### src/rtl/xfer_chunker_pkg.sv
package xfer_chunker_pkg;

  typedef enum logic [1:0] {
    ST_IDLE  = 2'd0,
    ST_OFFER = 2'd1,
    ST_WAIT  = 2'd2
  } chunk_state_e;

  // Smaller of two unsigned 32-bit values.
  function automatic logic [31:0] umin32(input logic [31:0] a, input logic [31:0] b);
    return (a < b) ? a : b;
  endfunction

  // Bytes from an offset up to the next boundary of a power-of-two page.
  function automatic logic [31:0] room_to_edge(input logic [31:0] off, input logic [31:0] pg);
    return pg - (off & (pg - 32'd1));
  endfunction

endpackage

### src/rtl/chunk_sizer.sv
module chunk_sizer #(
  parameter int OFS_W      = 32,
  parameter int LEN_W      = 16,
  parameter int PG_W       = 16,
  parameter int FIFO_BYTES = 64,
  parameter int CHK_W      = $clog2(FIFO_BYTES + 1)
) (
  input  logic [OFS_W-1:0] cur_off,
  input  logic [LEN_W-1:0] rem_bytes,
  input  logic [PG_W-1:0]  page_eff,
  output logic [CHK_W-1:0] next_len
);
  import xfer_chunker_pkg::*;

  localparam logic [31:0] FIFO_CAP = 32'(FIFO_BYTES);

  logic [31:0] room;
  logic [31:0] fifo_clip;
  logic [31:0] len_full;

  always_comb begin
    room      = room_to_edge(32'(cur_off), 32'(page_eff));
    fifo_clip = umin32(32'(rem_bytes), FIFO_CAP);
    len_full  = umin32(fifo_clip, room);
    next_len  = CHK_W'(len_full);
  end

endmodule

### src/rtl/chunk_cursor.sv
module chunk_cursor #(
  parameter int OFS_W    = 32,
  parameter int LEN_W    = 16,
  parameter int PG_W     = 16,
  parameter int CHK_W    = 7,
  parameter int DEF_PAGE = 256
) (
  input  logic             clk,
  input  logic             rst_n,
  input  logic             load,
  input  logic             fire_chunk,
  input  logic             advance,
  input  logic [OFS_W-1:0] in_off,
  input  logic [LEN_W-1:0] in_len,
  input  logic [PG_W-1:0]  in_page,
  input  logic [CHK_W-1:0] next_len,
  output logic [OFS_W-1:0] cur_off,
  output logic [LEN_W-1:0] rem_bytes,
  output logic [PG_W-1:0]  page_eff,
  output logic [CHK_W-1:0] held_len,
  output logic             last_chunk
);
  localparam logic [PG_W-1:0] PAGE_DFLT = PG_W'(DEF_PAGE);

  always_ff @(posedge clk) begin
    if (!rst_n) begin
      cur_off   <= '0;
      rem_bytes <= '0;
      page_eff  <= PAGE_DFLT;
      held_len  <= '0;
    end else begin
      if (load) begin
        cur_off   <= in_off;
        rem_bytes <= in_len;
        page_eff  <= (in_page == '0) ? PAGE_DFLT : in_page;
      end else if (advance) begin
        cur_off   <= cur_off + OFS_W'(held_len);
        rem_bytes <= rem_bytes - LEN_W'(held_len);
      end
      if (fire_chunk) held_len <= next_len;
    end
  end

  assign last_chunk = (rem_bytes == LEN_W'(held_len));

endmodule

### src/rtl/chunk_ctrl.sv
module chunk_ctrl (
  input  logic clk,
  input  logic rst_n,
  input  logic req_valid,
  input  logic chk_ready,
  input  logic cmp_valid,
  input  logic cmp_err,
  input  logic last_chunk,
  output logic req_ready,
  output logic chk_valid,
  output logic accept,
  output logic fire_chunk,
  output logic cmp_take,
  output logic advance,
  output logic fin_valid,
  output logic fin_err
);
  import xfer_chunker_pkg::*;

  chunk_state_e state, state_nx;

  assign req_ready  = (state == ST_IDLE);
  assign chk_valid  = (state == ST_OFFER);
  assign accept     = req_ready && req_valid;
  assign fire_chunk = chk_valid && chk_ready;
  assign cmp_take   = (state == ST_WAIT) && cmp_valid;
  assign advance    = cmp_take && !cmp_err;

  always_comb begin
    state_nx = state;
    unique case (state)
      ST_IDLE:  if (accept) state_nx = ST_OFFER;
      ST_OFFER: if (fire_chunk) state_nx = ST_WAIT;
      ST_WAIT:  if (cmp_take) state_nx = (cmp_err || last_chunk) ? ST_IDLE : ST_OFFER;
      default:  state_nx = ST_IDLE;
    endcase
  end

  always_ff @(posedge clk) begin
    if (!rst_n) begin
      state     <= ST_IDLE;
      fin_valid <= 1'b0;
      fin_err   <= 1'b0;
    end else begin
      state     <= state_nx;
      fin_valid <= cmp_take && (cmp_err || last_chunk);
      fin_err   <= cmp_take && cmp_err;
    end
  end

endmodule

### src/rtl/xfer_chunker.sv
module xfer_chunker #(
  parameter int OFS_W      = 32,
  parameter int LEN_W      = 16,
  parameter int PG_W       = 16,
  parameter int FIFO_BYTES = 64,
  parameter int DEF_PAGE   = 256,
  parameter int CHK_W      = $clog2(FIFO_BYTES + 1)
) (
  input  logic             clk,
  input  logic             rst_n,
  input  logic             req_valid,
  output logic             req_ready,
  input  logic [OFS_W-1:0] req_offset,
  input  logic [LEN_W-1:0] req_len,
  input  logic [PG_W-1:0]  req_page,
  output logic             chk_valid,
  input  logic             chk_ready,
  output logic [OFS_W-1:0] chk_offset,
  output logic [CHK_W-1:0] chk_len,
  input  logic             cmp_valid,
  input  logic             cmp_err,
  output logic             fin_valid,
  output logic             fin_err
);
  // Named internal events, visible to the bound checker.
  logic             accept;
  logic             fire_chunk;
  logic             cmp_take;
  logic             advance;
  logic             last_chunk;
  logic [OFS_W-1:0] cur_off;
  logic [LEN_W-1:0] rem_bytes;
  logic [PG_W-1:0]  page_eff;
  logic [CHK_W-1:0] held_len;
  logic [CHK_W-1:0] next_len;

  chunk_ctrl u_ctrl (
    .clk        (clk),
    .rst_n      (rst_n),
    .req_valid  (req_valid),
    .chk_ready  (chk_ready),
    .cmp_valid  (cmp_valid),
    .cmp_err    (cmp_err),
    .last_chunk (last_chunk),
    .req_ready  (req_ready),
    .chk_valid  (chk_valid),
    .accept     (accept),
    .fire_chunk (fire_chunk),
    .cmp_take   (cmp_take),
    .advance    (advance),
    .fin_valid  (fin_valid),
    .fin_err    (fin_err)
  );

  chunk_cursor #(
    .OFS_W(OFS_W), .LEN_W(LEN_W), .PG_W(PG_W), .CHK_W(CHK_W), .DEF_PAGE(DEF_PAGE)
  ) u_cursor (
    .clk        (clk),
    .rst_n      (rst_n),
    .load       (accept),
    .fire_chunk (fire_chunk),
    .advance    (advance),
    .in_off     (req_offset),
    .in_len     (req_len),
    .in_page    (req_page),
    .next_len   (next_len),
    .cur_off    (cur_off),
    .rem_bytes  (rem_bytes),
    .page_eff   (page_eff),
    .held_len   (held_len),
    .last_chunk (last_chunk)
  );

  chunk_sizer #(
    .OFS_W(OFS_W), .LEN_W(LEN_W), .PG_W(PG_W), .FIFO_BYTES(FIFO_BYTES), .CHK_W(CHK_W)
  ) u_sizer (
    .cur_off   (cur_off),
    .rem_bytes (rem_bytes),
    .page_eff  (page_eff),
    .next_len  (next_len)
  );

  assign chk_offset = cur_off;
  assign chk_len    = next_len;

endmodule

### config.mk
export PLATFORM = sky130hd
export DESIGN_NAME = xfer_chunker
export DESIGN_NICKNAME = d
export VERILOG_FILES = /design/src/rtl/xfer_chunker_pkg.sv /design/src/rtl/chunk_sizer.sv /design/src/rtl/chunk_cursor.sv /design/src/rtl/chunk_ctrl.sv /design/src/rtl/xfer_chunker.sv
export SDC_FILE = /design/constraint.sdc
export NUM_CORES = 1
export LEC_CHECK = 0
export ABC_AREA = 1
export BUFFER_PORTS_ARGS = -buffer_cell sky130_fd_sc_hd__clkbuf_2
export CAP_MARGIN = 10
export CORE_MARGIN = 1.5
export CORE_UTILIZATION = 30
export DETAILED_ROUTE_END_ITERATION = 16
export PLACE_DENSITY = 0.58
export SYNTH_ARGS = -nofsm -noshare
export SYNTH_HDL_FRONTEND = slang
export SYNTH_SLANG_ARGS = --single-unit
### constraint.sdc
create_clock -name clk -period 3.7 [get_ports clk]
set_input_delay 0.37 -clock clk [delete_from_list [all_inputs] [get_ports clk]]
set_output_delay 0.37 -clock clk [all_outputs]
set_load 0.03 [all_outputs]
-- After elaboration in Yosys (flattened, before gate mapping)
Cells that the tools add are included.
- add/sub/neg operators: 4
- magnitude comparators: 2
- equal/unequal tests: 6
- mux-type cells: 12
- bitwise gates (word level): 1
- reductions and logical operators: 12
- operators by type and width (kind ; count):
    16-bit 2-to-1 mux ; 4
    32-bit 2-to-1 mux ; 2
    32-bit by 7-bit adder with 32-bit output ; 1
    32-bit bitwise AND ; 1
    16-bit by 32-bit less-than comparator with 1-bit output ; 1
    16-bit by 32-bit subtractor with 32-bit output ; 1
    16-bit by 1-bit subtractor with 17-bit output, second input constant ; 1
    16-bit by 7-bit == test with 1-bit output ; 1
    16-bit logical NOT ; 1
    16-bit by 7-bit less-than comparator with 1-bit output, second input constant ; 1
    16-bit by 7-bit subtractor with 16-bit output ; 1
    7-bit 2-to-1 mux ; 1
    1-bit logical AND ; 6
    2-bit 2-to-1 mux ; 3
    2-bit one-hot mux with 3 select lines ; 1
    2-bit inequality test, second input constant ; 2
    3-bit AND reduction ; 1
    2-bit by 1-bit == test with 1-bit output, second input constant ; 1
    2-bit == test, second input constant ; 1
    2-bit logical NOT ; 1
    2-bit by 1-bit inequality test with 1-bit output, second input constant ; 1
    2-bit nonzero test ; 1
    1-bit logical NOT ; 1
    1-bit logical OR ; 1
    1-bit 2-to-1 mux ; 1
- register bits after elaboration: 75
- bits of input ports: 70
- output and inout bits: 43
- logic and storage cells: 44

-- Depth between registers and ports, before layout
- depth in word-level cells: 5
- depth in mapped cells: 30
- gate-level depth less buffers: 30

-- By module
From an unflattened synthesis, not the netlist that was laid out.
- cell total of the unflattened synthesis: 1253
- area total of the unflattened synthesis: 7493.4 sq um
- modules (own cells, without submodules) (module ; times used ; cells an instance ; area an instance (sq um) ; seq. area each (sq um)):
    chunk_cursor ; 1 ; 675 ; 4469.3 ; 1421.4
    chunk_sizer ; 1 ; 547 ; 2819.0 ; 0.0
    chunk_ctrl ; 1 ; 31 ; 205.2 ; 80.1

-- Worst setup path before layout
OpenSTA, ideal clock, no wires.
- path kind: flip-flop to output port
- start: register u_cursor.page_eff[0]
- end: output chk_len[6]
- arrival: 3447 ps
- data required time: 3330 ps
- path slack: -117 ps
- cell stages (with the launch flop): 29
- path buffers: 0
- path through: dfxtp_1 > inv_1 > ha_1 > nand2_4 > inv_1 > or2_2 > nand3_1 > ha_1 > inv_1 > a21oi_1 > nand2_1 > nand2_2 > nand2_1 > nand2_1 > nand2_1 > nand3_2 > xor2_1 > ha_1 > nand4_1 > nor2_1 > nand2_1 > nand2_1 > nand2_1 > nor2_1 > nand2_1 > nor2_4 > nand3_4 > nand2_1 > nand2_1
- word-level cells in the longest chain between the ends: 5
- ends and longest elaborated chain (what ; RTL line ; RTL):
    start, declared ; chunk_cursor.sv:19 ; output logic [PG_W-1:0] page_eff,
    start signal, assigned ; chunk_cursor.sv:35 ; page_eff <= (in_page == '0) ? PAGE_DFLT : in_page;
    16-bit by 1-bit subtractor with 17-bit output ; xfer_chunker_pkg.sv:16 ; return pg - (off & (pg - 32'd1));
    32-bit bitwise AND ; xfer_chunker_pkg.sv:16 ;
    16-bit by 32-bit subtractor with 32-bit output (*) ; xfer_chunker_pkg.sv:16 ;
    16-bit by 32-bit less-than comparator with 1-bit output ; xfer_chunker_pkg.sv:11 ; return (a < b) ? a : b;
    7-bit 2-to-1 mux (*) ; xfer_chunker_pkg.sv:11 ;
    end, declared ; xfer_chunker.sv:19 ; output logic [CHK_W-1:0] chk_len,
Every way passes the cells marked *; elsewhere a longest branch is shown, timed or not.

-- Worst setup path after layout
Same ends and word-level chain as after synthesis.

==> run metrics <==
run status=complete, but fails checks; failing checks=negative setup slack; count of cell types in the netlist=45; most frequent cells in the layout=nand2_1, nor2_1, inv_1; #FFs+latches synth=between 70 and 80; final cell count without fillers=between 1,500 and 2,000; drt via density=around 4.9; async set-reset flop share out of synthesis=0%; worst-path fanout max=7; gr usage total=approximately 22%; ratio of cells with drive above 1 in the final layout=roughly a quarter; leading area contributor after synthesis=dfxtp_1; Fillers=2,599; Setup crit end kind=output port; Die Ht=157 microns; R2R setup slack=-0.02 ns; clk_skew=between 0.006 and 0.007 ns; met3 wire len=~1500 microns; Post-Syn Area=~7000 sq um; Levels on crit path=27; EDFF count, synth=0; YS warnings=0; met2 routed WL=12,100 microns; Syn Area/Cell=5.85 sq um; Pwr Density=roughly 420 nW/um^2; Clock transition at path regs=approximately 0.06 ns; measured slew at the worst slew-check pin=0.881 ns; htree depth=3; Hold WS=around 0.27 ns; post-synthesis cell count=1,216; Layout area overhead=36.6%; vias in the first global route=just over 8,000; Nets=1,546; Max-cap violations=0; WP data required=between 3 and 4 ns; top post-synthesis cells by area=dfxtp_1, nand2_1, nor2_1; Worst path max stage delay=approximately 0.32 ns; RSZ-0062 raised after global routing=yes; first-pass GRT wire length=about 42,000 microns; Remaining DRCs=0; CP max-delay cell=dfxtp_2; delay-heaviest family, CP=simple AND/OR/NAND/NOR gates; pin count of the biggest net entering global routing=73; worst hold start=req_offset[0]; DR pass1 iterations=5; P_leak=roughly 4.6 nW; commonest non-fill, non-tap cell in the layout=nand2_1; CTS tree=yes; r2r worst-path depth=29; max layer used=met4; Hold Path Depth=3; Pwr Total=4.12 mW; Port Buffers=~110; # setup viols final=8; clk root buf=clkbuf_16; Crit path top cell by count=nand2_1; row count=56; total CTS buffers=9; Starting Density=between 30% and 40%; Seq/Total Area, Yosys=21.1%; pre-CTS setup slack=-0.362 ns; Die X=around 160 microns; die area=about 25,000 sq um; clk buf depth=2; Post-CTS Hold Buffers=0; core area=23,400 sq um; max-slew violations=0; Worst Path Class, Setup=register to output port; Fin. Hold Viols=0; Final Cycle Share=113%; Cells after DPL=1,738; Reg2Reg Capture Point=u_cursor.held_len[6]; ANT cells=0; maximum VDD drop=approximately 210 uV; WL met1=12,500 microns; routed wire length=~27,000 microns; Final min period=4.16 ns; GR Overflow Total=0; Critical Path AT=approximately 3.8 ns; worst skew pair latency=approximately 0.34 ns; Rel. slew slack=between 40% and 50%; post-route setup slack=-0.463 ns; path category of the worst min-delay check=input pin to register; Reg-to-Reg Start=u_cursor.page_eff[0]; antenna-violating nets left=0; # IOs=around 110; share of the synthesized area in the top cell type=between 20% and 30%; critical path startpoint category=register; Placer Congestion=0.918; initial drt markers=approximately 540; CP bufs+invs=4; CTS Sinks=between 70 and 80; Worst Hold End=u_cursor.cur_off[0]; Fmax=~240 MHz; hpwl dp=approximately 21,000 microns; drt wl/cell=about 15 microns; Synth Flop Type=dfxtp_1; routed vias=about 8,600; initial antenna violation count=0
[state kept, by name, indices dropped and copies added, names as in the netlist]
signal,flops
u_ctrl.fin_valid,1
u_cursor.rem_bytes,16
u_cursor.cur_off,32
u_ctrl.fin_err,1
u_cursor.page_eff,16
u_ctrl.state,2
u_cursor.held_len,7
[Yosys cell counts, types with 7 or more instances]
master and number:
nand2_1 351, nor2_1 155, inv_1 134, a21oi_1 93, dfxtp_1 75, nand3_1 68, o21ai_0 64, ha_1 32
xor2_1 32, clkbuf_1 29, nand4_1 23, nor3_1 16, nor2_2 15, nand2_2 13, o21ai_1 12, a211oi_1 10
nor4_1 9, a31oi_1 7, o211ai_1 7, or2_2 7
[logic make-up after synthesis]
family          after synthesis  synth area share, %
simple gates                678                 41.4
fa+ha+maj                    34                 6.19
xor+xnor                     38                 4.78
compound gates              218                 17.3
other cells                   1               0.0527
flops                        75                 21.1
buf+inv                     172                 9.18
[per-stage QoR]
step / cell area [sq um] / TNS (ns) / util [%]
floorplan: 7220 / -0.0639 / -
CTS: 9480 / -3.40 / 40.5
detailed placement: 8940 / -3.39 / 38.2
global placement: 8940 / -2.40 / 38.2
global route: 9720 / -6.51 / 41.5
finish: 9720 / -3.22 / 41.5
[where the power goes]
part	total, mW	switching [mW]	internal [mW]
clock	0.966	0.369	0.596
combinational	2.17	1.28	0.890
sequential	0.986	0.0991	0.887
[timing repair]
| action | in CTS | in global routing |
|---|---|---|
| cloned | 0 | 0 |
| endpoints found under the setup margin | 14 | 16 |
| gates resized for setup | 42 | 45 |
| buffers inserted | 3 | 8 |
| pin swaps | 14 | 19 |
[worst max-delay path by stage]
stage / startpoint / end / slack (ns)
after floorplan: u_cursor.page_eff[1] / chk_len[6] / -0.01
after global placement: u_cursor.page_eff[0] / chk_len[6] / -0.29
after detailed placement: u_cursor.page_eff[0] / chk_len[4] / -0.36
after CTS: u_cursor.page_eff[1] / chk_len[6] / -0.50
after global routing: u_cursor.page_eff[1] / chk_len[6] / -0.73
final: u_cursor.page_eff[0] / chk_len[6] / -0.46
[tightest hold or removal path, stage by stage]
cell and delay, ns:
clkbuf_2 0.08, nand2_1 0.05, a31oi_1 0.07
[metal layers]
metal	vias up	GRT usage [%]
met5	-	0
met4	0	6.62
met3	34	2.89
met2	244	35.8
met1	3912	30.2
li1	4423	-
[final cells by class]
class	instances	area, sq um	share of cell area, %
clock inverters	5	86.3	0.889
multi-input cells	977	5330	54.9
repair buffers	241	1640	16.9
well taps	319	399	4.11
flip-flops and latches	75	1510	15.5
inverters	138	523	5.38
clock buffers	11	233	2.40
No activity file was read; power rests on OpenSTA's default activity.
